<file path="src/rtl/gth_pkg.sv">
package gth_pkg;
   typedef enum logic [1:0] {
      ST_IDLE   = 2'd0,
      ST_SETTLE = 2'd1,
      ST_STROBE = 2'd2,
      ST_REARM  = 2'd3
   } gth_state_e;
endpackage

</file>
<file path="src/rtl/gth_sync.sv">
module gth_sync #(
   parameter int          W       = 2,
   parameter int          STAGES  = 2,
   parameter logic [W-1:0] RST_VAL = '0
) (
   input  logic         clk,
   input  logic         rst_n,
   input  logic [W-1:0] d_in,
   output logic [W-1:0] q_out
);
   if (STAGES < 2) begin : g_bad_stages
      $error("gth_sync: STAGES must be at least 2");
   end
   if (W < 1) begin : g_bad_width
      $error("gth_sync: W must be at least 1");
   end

   logic [STAGES-1:0][W-1:0] chain_q;

   always_ff @(posedge clk) begin
      if (!rst_n) begin
         chain_q <= {STAGES{RST_VAL}};
      end else begin
         chain_q <= {chain_q[STAGES-2:0], d_in};
      end
   end

   assign q_out = chain_q[STAGES-1];
endmodule

</file>
<file path="src/rtl/gth_timer.sv">
module gth_timer #(
   parameter int SETTLE_CYC  = 192,
   parameter int TIMEOUT_CYC = 125000
) (
   input  logic clk,
   input  logic rst_n,
   input  logic restart,
   output logic settled,
   output logic expired
);
   localparam int CNT_W = $clog2(TIMEOUT_CYC + 1);
   localparam logic [CNT_W-1:0] SETTLE_LAST = CNT_W'(SETTLE_CYC - 1);
   localparam logic [CNT_W-1:0] EXPIRE_LAST = CNT_W'(TIMEOUT_CYC - 1);

   logic [CNT_W-1:0] cnt_q;

   always_ff @(posedge clk) begin
      if (!rst_n || restart) begin
         cnt_q <= '0;
      end else if (!expired) begin
         cnt_q <= cnt_q + 1'b1;
      end
   end

   assign settled = (cnt_q >= SETTLE_LAST);
   assign expired = (cnt_q == EXPIRE_LAST);

   // the wait counter never runs past its expiry value
   p_cnt_bounded_r9: assert property (@(posedge clk) disable iff (!rst_n)
      cnt_q <= EXPIRE_LAST);
endmodule

</file>
<file path="src/rtl/gpib_talker_hs.sv">
module gpib_talker_hs
   import gth_pkg::*;
#(
   parameter int DATA_W      = 8,
   parameter int SETTLE_CYC  = 192,
   parameter int TIMEOUT_CYC = 125000,
   parameter int SYNC_STAGES = 2,
   parameter bit HAS_EOI     = 1'b1
) (
   input  logic              clk,
   input  logic              rst_n,
   input  logic [DATA_W-1:0] tx_data,
   input  logic              tx_last,
   input  logic              tx_valid,
   output logic              tx_ready,
   input  logic              end_mark_en,
   input  logic              bus_nrfd_n,
   input  logic              bus_ndac_n,
   output logic [DATA_W-1:0] bus_dio_n,
   output logic              bus_dav_n,
   output logic              bus_eoi_n,
   output logic              talk_oe,
   output logic              err_nolisten,
   output logic              err_timeout
);
   if (DATA_W < 1) begin : g_bad_dw
      $error("gpib_talker_hs: DATA_W must be positive");
   end
   if (SETTLE_CYC < 1) begin : g_bad_settle
      $error("gpib_talker_hs: SETTLE_CYC must be at least 1");
   end
   if (TIMEOUT_CYC <= SETTLE_CYC) begin : g_bad_timeout
      $error("gpib_talker_hs: TIMEOUT_CYC must exceed SETTLE_CYC");
   end

   // listener lines: bit 0 = not-ready, bit 1 = not-accepted (raw levels)
   logic [1:0] lines_s;
   logic       nrfd_ok;   // every listener ready (line high)
   logic       ndac_rel;  // every listener accepted (line high)

   gth_sync #(.W(2), .STAGES(SYNC_STAGES), .RST_VAL(2'b00)) u_sync (
      .clk   (clk),
      .rst_n (rst_n),
      .d_in  ({bus_ndac_n, bus_nrfd_n}),
      .q_out (lines_s)
   );
   assign nrfd_ok  = lines_s[0];
   assign ndac_rel = lines_s[1];

   gth_state_e        state_q, state_d;
   logic              settled, expired, restart;
   logic              to_hit;
   logic              accept, no_listener;
   logic [DATA_W-1:0] data_q;
   logic              last_q;
   logic              dav_q, drive_q, eoi_q;
   logic              err_nl_q, err_to_q;

   gth_timer #(.SETTLE_CYC(SETTLE_CYC), .TIMEOUT_CYC(TIMEOUT_CYC)) u_timer (
      .clk     (clk),
      .rst_n   (rst_n),
      .restart (restart),
      .settled (settled),
      .expired (expired)
   );

   assign tx_ready    = (state_q == ST_IDLE);
   assign accept      = tx_valid && tx_ready;
   assign no_listener = nrfd_ok && ndac_rel;
   assign restart     = (state_q == ST_IDLE) || (state_d != state_q);

   always_comb begin
      state_d = state_q;
      to_hit  = 1'b0;
      unique case (state_q)
         ST_IDLE: begin
            if (tx_valid && !no_listener) state_d = ST_SETTLE;
         end
         ST_SETTLE: begin
            if (settled && nrfd_ok) begin
               state_d = ST_STROBE;
            end else if (expired) begin
               state_d = ST_IDLE;
               to_hit  = 1'b1;
            end
         end
         ST_STROBE: begin
            if (ndac_rel) begin
               state_d = ST_REARM;
            end else if (expired) begin
               state_d = ST_IDLE;
               to_hit  = 1'b1;
            end
         end
         ST_REARM: begin
            if (!ndac_rel) begin
               state_d = ST_IDLE;
            end else if (expired) begin
               state_d = ST_IDLE;
               to_hit  = 1'b1;
            end
         end
         default: state_d = ST_IDLE;
      endcase
   end

   always_ff @(posedge clk) begin
      if (!rst_n) begin
         state_q  <= ST_IDLE;
         data_q   <= '0;
         last_q   <= 1'b0;
         dav_q    <= 1'b0;
         drive_q  <= 1'b0;
         err_nl_q <= 1'b0;
         err_to_q <= 1'b0;
      end else begin
         state_q <= state_d;
         if (accept) begin
            data_q <= tx_data;
            last_q <= tx_last && end_mark_en;
         end
         dav_q    <= (state_d == ST_STROBE);
         drive_q  <= (state_d != ST_IDLE);
         err_nl_q <= err_nl_q || (accept && no_listener);
         err_to_q <= err_to_q || to_hit;
      end
   end

   // end-of-message line: present only in the variant that has one
   if (HAS_EOI) begin : g_eoi
      always_ff @(posedge clk) begin
         if (!rst_n) begin
            eoi_q <= 1'b0;
         end else begin
            eoi_q <= ((state_d == ST_SETTLE) || (state_d == ST_STROBE)) &&
                     (accept ? (tx_last && end_mark_en) : last_q);
         end
      end
   end else begin : g_no_eoi
      assign eoi_q = 1'b0;
   end

   assign bus_dav_n    = ~dav_q;
   assign bus_dio_n    = drive_q ? ~data_q : '1;
   assign bus_eoi_n    = ~eoi_q;
   assign talk_oe      = drive_q;
   assign err_nolisten = err_nl_q;
   assign err_timeout  = err_to_q;

   // lines stay released whenever the block is not presenting a byte
   p_idle_quiet_r1: assert property (@(posedge clk) disable iff (!rst_n)
      !talk_oe |-> (bus_dav_n && bus_eoi_n && (bus_dio_n == '1)));
   // the strobe only falls after the synchronized ready level was seen
   p_dav_needs_nrfd_r3: assert property (@(posedge clk) disable iff (!rst_n)
      $fell(bus_dav_n) |-> $past(nrfd_ok));
   // the strobe only falls once the settling window has run out
   p_settle_r4: assert property (@(posedge clk) disable iff (!rst_n)
      $fell(bus_dav_n) |-> $past(settled));
   // a byte offered to an empty bus sets the error and is never strobed
   p_nolisten_r5: assert property (@(posedge clk) disable iff (!rst_n)
      (accept && no_listener) |=> (err_nolisten && bus_dav_n && !talk_oe));
   // the strobe is released only on acceptance or on a timeout
   p_dav_release_r6: assert property (@(posedge clk) disable iff (!rst_n)
      $rose(bus_dav_n) |-> ($past(ndac_rel) || err_timeout));
   // readiness returns only after acceptance is re-armed or on timeout
   p_rearm_r7: assert property (@(posedge clk) disable iff (!rst_n)
      $rose(tx_ready) |-> (!$past(ndac_rel) || err_timeout));
   // the end mark appears only while a byte is on the bus
   p_eoi_with_data_r8: assert property (@(posedge clk) disable iff (!rst_n)
      !bus_eoi_n |-> talk_oe);
   // the timeout flag is sticky
   p_timeout_sticky_r9: assert property (@(posedge clk) disable iff (!rst_n)
      err_timeout |=> err_timeout);
endmodule

</file>
<file path="config.mk">
export PLATFORM = sky130hd
export DESIGN_NAME = gpib_talker_hs
export DESIGN_NICKNAME = d
export VERILOG_FILES = /design/src/rtl/gth_pkg.sv /design/src/rtl/gth_sync.sv /design/src/rtl/gth_timer.sv /design/src/rtl/gpib_talker_hs.sv
export SDC_FILE = /design/constraint.sdc
export NUM_CORES = 1
export LEC_CHECK = 0
export CAP_MARGIN = 20
export CORE_UTILIZATION = 40
export CTS_CLUSTER_SIZE = 10
export DETAILED_ROUTE_END_ITERATION = 8
export PLACE_DENSITY = 0.63
export SYNTH_ARGS = -nofsm -noshare
export SYNTH_HDL_FRONTEND = slang
export SYNTH_SLANG_ARGS = --single-unit
</file>
<file path="constraint.sdc">
create_clock -name clk -period 2.7 [get_ports clk]
set_clock_uncertainty 0.1 [all_clocks]
set_input_delay 0.27 -clock clk [delete_from_list [all_inputs] [get_ports clk]]
set_output_delay 0.27 -clock clk [all_outputs]
set_load 0.1 [all_outputs]
</file>
==> impl_results.md <==
- Critical path type: flip-flop to flip-flop
- Largest cells by area after synthesis: dfxtp_1 42%, nand2_1 6.8%, xnor2_1 5.0%, a21boi_0 3.8%, nor2_2 3.6%
- Count of flip-flops with a built-in enable after synthesis: 0
- Post-synthesis cell type with the largest combined area: dfxtp_1
- Die Span Y: 68.2 um
- Post-synthesis area per instance: 9.00 um2
- Share of power burned in registers: 46.8%
- Initial antenna violation count: 0
- Clock Sink Count: 37
- Post-CTS setup-driven buffer insertion count: 0
- Initial detailed-routing violation count: 78
- Internal Power: 0.925 mW
- Die X: 68.2 um
- GRT Resource Usage Total: 17.6%
- Min Tclk post-route: 2.34 ns
- Max Root-Sink Buffers: 2
- Vias in the first global route: 1283
- Endpoint arrival time on the critical path: 2.42 ns
- Vias per Instance: 5.10
- Clock buffer count from CTS: 5
- Wire length of the first global-routing pass: 5.98 mm
- Part of the cycle the worst path needs: 86.5%
- Total DRC errors in the routed layout: 0
- Leakage dissipation: 0.806 nW
- Via count of the routed design: 1438
- Portion of synthesized cell area occupied by the leading cell type: 42.2%
- Critical Path Sink Type: flip-flop
- First-pass detailed-route iteration total: 4
- Count of endpoints failing setup in the final report: 0
- RSZ-0062 raised after global routing: false
- Filler Cell Count: 414
- Status: completed
- Power spent charging and discharging nets: 0.316 mW
- YS warnings: 0
- Type of origin of the critical path: flip-flop
- Largest net degree at the start of global routing: 12
- Pins Over Slew Limit: 0
- Required time worst endpoint: 2.78 ns
- Total Wirelength: 3.59 mm
- Fin worst setup slack: 0.363 ns
- Cell area after synthesis: 1760 um2
- Clock transition at the register clock pins on the worst setup and hold paths after CTS: 0.07 ns
- Most used flip-flop cell after synthesis: dfxtp_1
- Post-detail-place hpwl: 2.67 mm
- Fraction of final layout cells with drive strength greater than 1: 18.5%
- Clock network fraction of total power: 39.4%
- Initial Utilization: 42.7%
- CTS Hold Buffers Added: 0
- Class of the tightest hold or removal check: flip-flop to flip-flop
- Gp weighted congestion: 0.828
- MaxCap Viol Count: 0
- Number of library cell types mapped by synthesis: 40
- Number of antenna cells inserted: 0
- Depth of the CTS H-tree: 2
- Area added between synthesis and finish: 25.2%
- Headroom to the max-slew limit: 71.6%
- Cell count after placement: 274
- Sequential share of the synthesized area: 42.2%
- Wire per inst: 12.7 um
- Total overflow reported by the global router: 0
- Transition time of the tightest slew-check pin: 0.423 ns
- Area of the die: 4660 um2
- DRT antenna net count: 0
- Net count reported at finish: 249
- Switching part of the total: 25.5%
- Number of I/O port buffers: 28
- Clock root buffer: clkbuf_8
- Rows: 23
- Area of the core: 4120 um2
- Top-level I/O count: 29
- Part of the total power dissipated in combinational logic: 13.8%
- Clock network latency to the later pin of the worst-skew pair: 0.29 ns
- Flip-flop and latch count after synthesis: 37
- Number of instances in the synthesized netlist: 195
- Power density over cell area: 565 nW/um2
- Final cell count without fillers: 282
- Worst Path Max Fanout: 6
- Net count after synthesis: 213
- Share of flip-flops with an asynchronous set or reset: 0%
- Peak supply drop: 346 uV
- CTS tree: done
- Sum of negative setup slack: 0 ns
- Peak Freq: 428 MHz
- Final hold violations: 0
- Post-cts repair resize count: 0
- Worst slack after detailed placement: 0.355 ns
## logic make-up (layout without fill, tap and decap cells)
family,count (synthesis),after routing,share of synthesized area (%)
muxes,1,1,0.570
xor gates and xnor gates,16,16,7.98
AOI/OAI and AO/OA,22,22,10.6
buffers and inverters,14,51,3.63
DFF,37,37,42.2
and+or+nand+nor,101,101,32.3
adders and majority gates,4,4,2.71
## cell type report
| type | count | area (um2) | share of cell area, % |
|---|---|---|---|
| sequential | 37 | 741 | 33.7 |
| clock inverter | 1 | 30.0 | 1.37 |
| tap | 50 | 62.6 | 2.85 |
| inverter | 9 | 33.8 | 1.54 |
| clock buffer | 7 | 86.3 | 3.93 |
| multi-input combinational | 144 | 953 | 43.4 |
| timing repair buffer | 34 | 290 | 13.2 |
## power by group through the flow
stage	registers, mW	logic, mW	clock network [mW]
6_report	0.580	0.171	0.489
5_1_grt	0.583	0.186	0.526
4_1_cts	0.580	0.173	0.504
3_5_place_dp	0.593	0.172	0
3_3_place_gp	0.592	0.170	0
2_1_floorplan	0.598	0.116	0
## metal layers
layer,up-vias,wire length [um],track usage (%)
li1,729,-,-
met1,672,1700,23.4
met2,30,1670,27.0
met3,7,151,4.00
met4,0,61,7.81
met5,-,0,0
## placed cells by master (no fill, tap or decap), types with 2 or more instances in the layout
cell and count:
nor3_1 2, dfxtp_1 37, o21a_1 3, nor4_1 3, buf_4 20, xor2_1 6
nor2_1 11, inv_1 9, xnor2_1 10, clkbuf_8 6, nand2_1 32, clkdlybuf4s50_1 14
nand4b_1 2, nor2_2 11, nand3_1 7, ha_1 3, nor2b_1 5, nand4_1 3
a21oi_1 3, and4_1 5, a21boi_0 9, nor3b_1 3, and2_1 8
## worst paths after layout
check | start | to | slack (ns) | depth (start not counted)
worst min-delay path | u_sync.chain_q[0]$_SDFF_PN0_ | u_sync.q_out[0]$_SDFF_PN0_ | 0.34 | 1
worst max-delay path | u_timer.cnt_q[8]$_SDFFE_PP0N_ | dav_q$_SDFF_PN0_ | 0.36 | 7
worst max register to register | u_timer.cnt_q[8]$_SDFFE_PP0N_ | dav_q$_SDFF_PN0_ | 0.36 | 7
worst min register to register | u_sync.chain_q[0]$_SDFF_PN0_ | u_sync.q_out[0]$_SDFF_PN0_ | 0.34 | 1
## critical path, cell delays in order (launching register included)
cell and delay [ns]:
dfxtp_1 0.36, or4_4 0.57, nor4_4 0.39, maj3_1 0.26, a2bb2oi_2 0.18, inv_1 0.06, ha_1 0.17, and2_1 0.14
## cells in the mapped netlist (2+ instances only)
cell,count
dfxtp_1,37
nand2_1,32
nor2_1,12
nor2_2,10
xnor2_1,10
a21boi_0,9
inv_1,9
and2_1,8
nand3_1,7
xor2_1,6
and4_1,5
nor2b_1,5
clkbuf_1,4
a21oi_1,3
ha_1,3
nand4_1,3
nor3b_1,3
nor4_1,3
o21a_1,3
nand4b_1,2
nor3_1,2
## flip-flops by register name, indices dropped and copies added (netlist names)
name            flops
err_nolisten        1
u_timer.cnt_q      17
u_sync.chain_q      2
data_q              8
eoi_q               1
talk_oe             1
err_timeout         1
u_sync.q_out        2
state_q             2
dav_q               1
last_q              1
## metrics by stage
| stage | instance area (um2) | power [mW] | hold slack, ns | util (%) |
|---|---|---|---|---|
| 6_report | 2200 | 1.24 | 0.337 | 53.4 |
| 5_1_grt | 2200 | 1.30 | 0.367 | 53.4 |
| 4_1_cts | 2200 | 1.26 | 0.341 | 53.4 |
| 3_5_place_dp | 2080 | 0.765 | 0.324 | 50.6 |
| 3_3_place_gp | 2080 | 0.762 | 0.318 | 50.6 |
| 2_1_floorplan | 1760 | 0.714 | 0.297 | - |
Note: power is estimated with default switching activity, not from simulation.
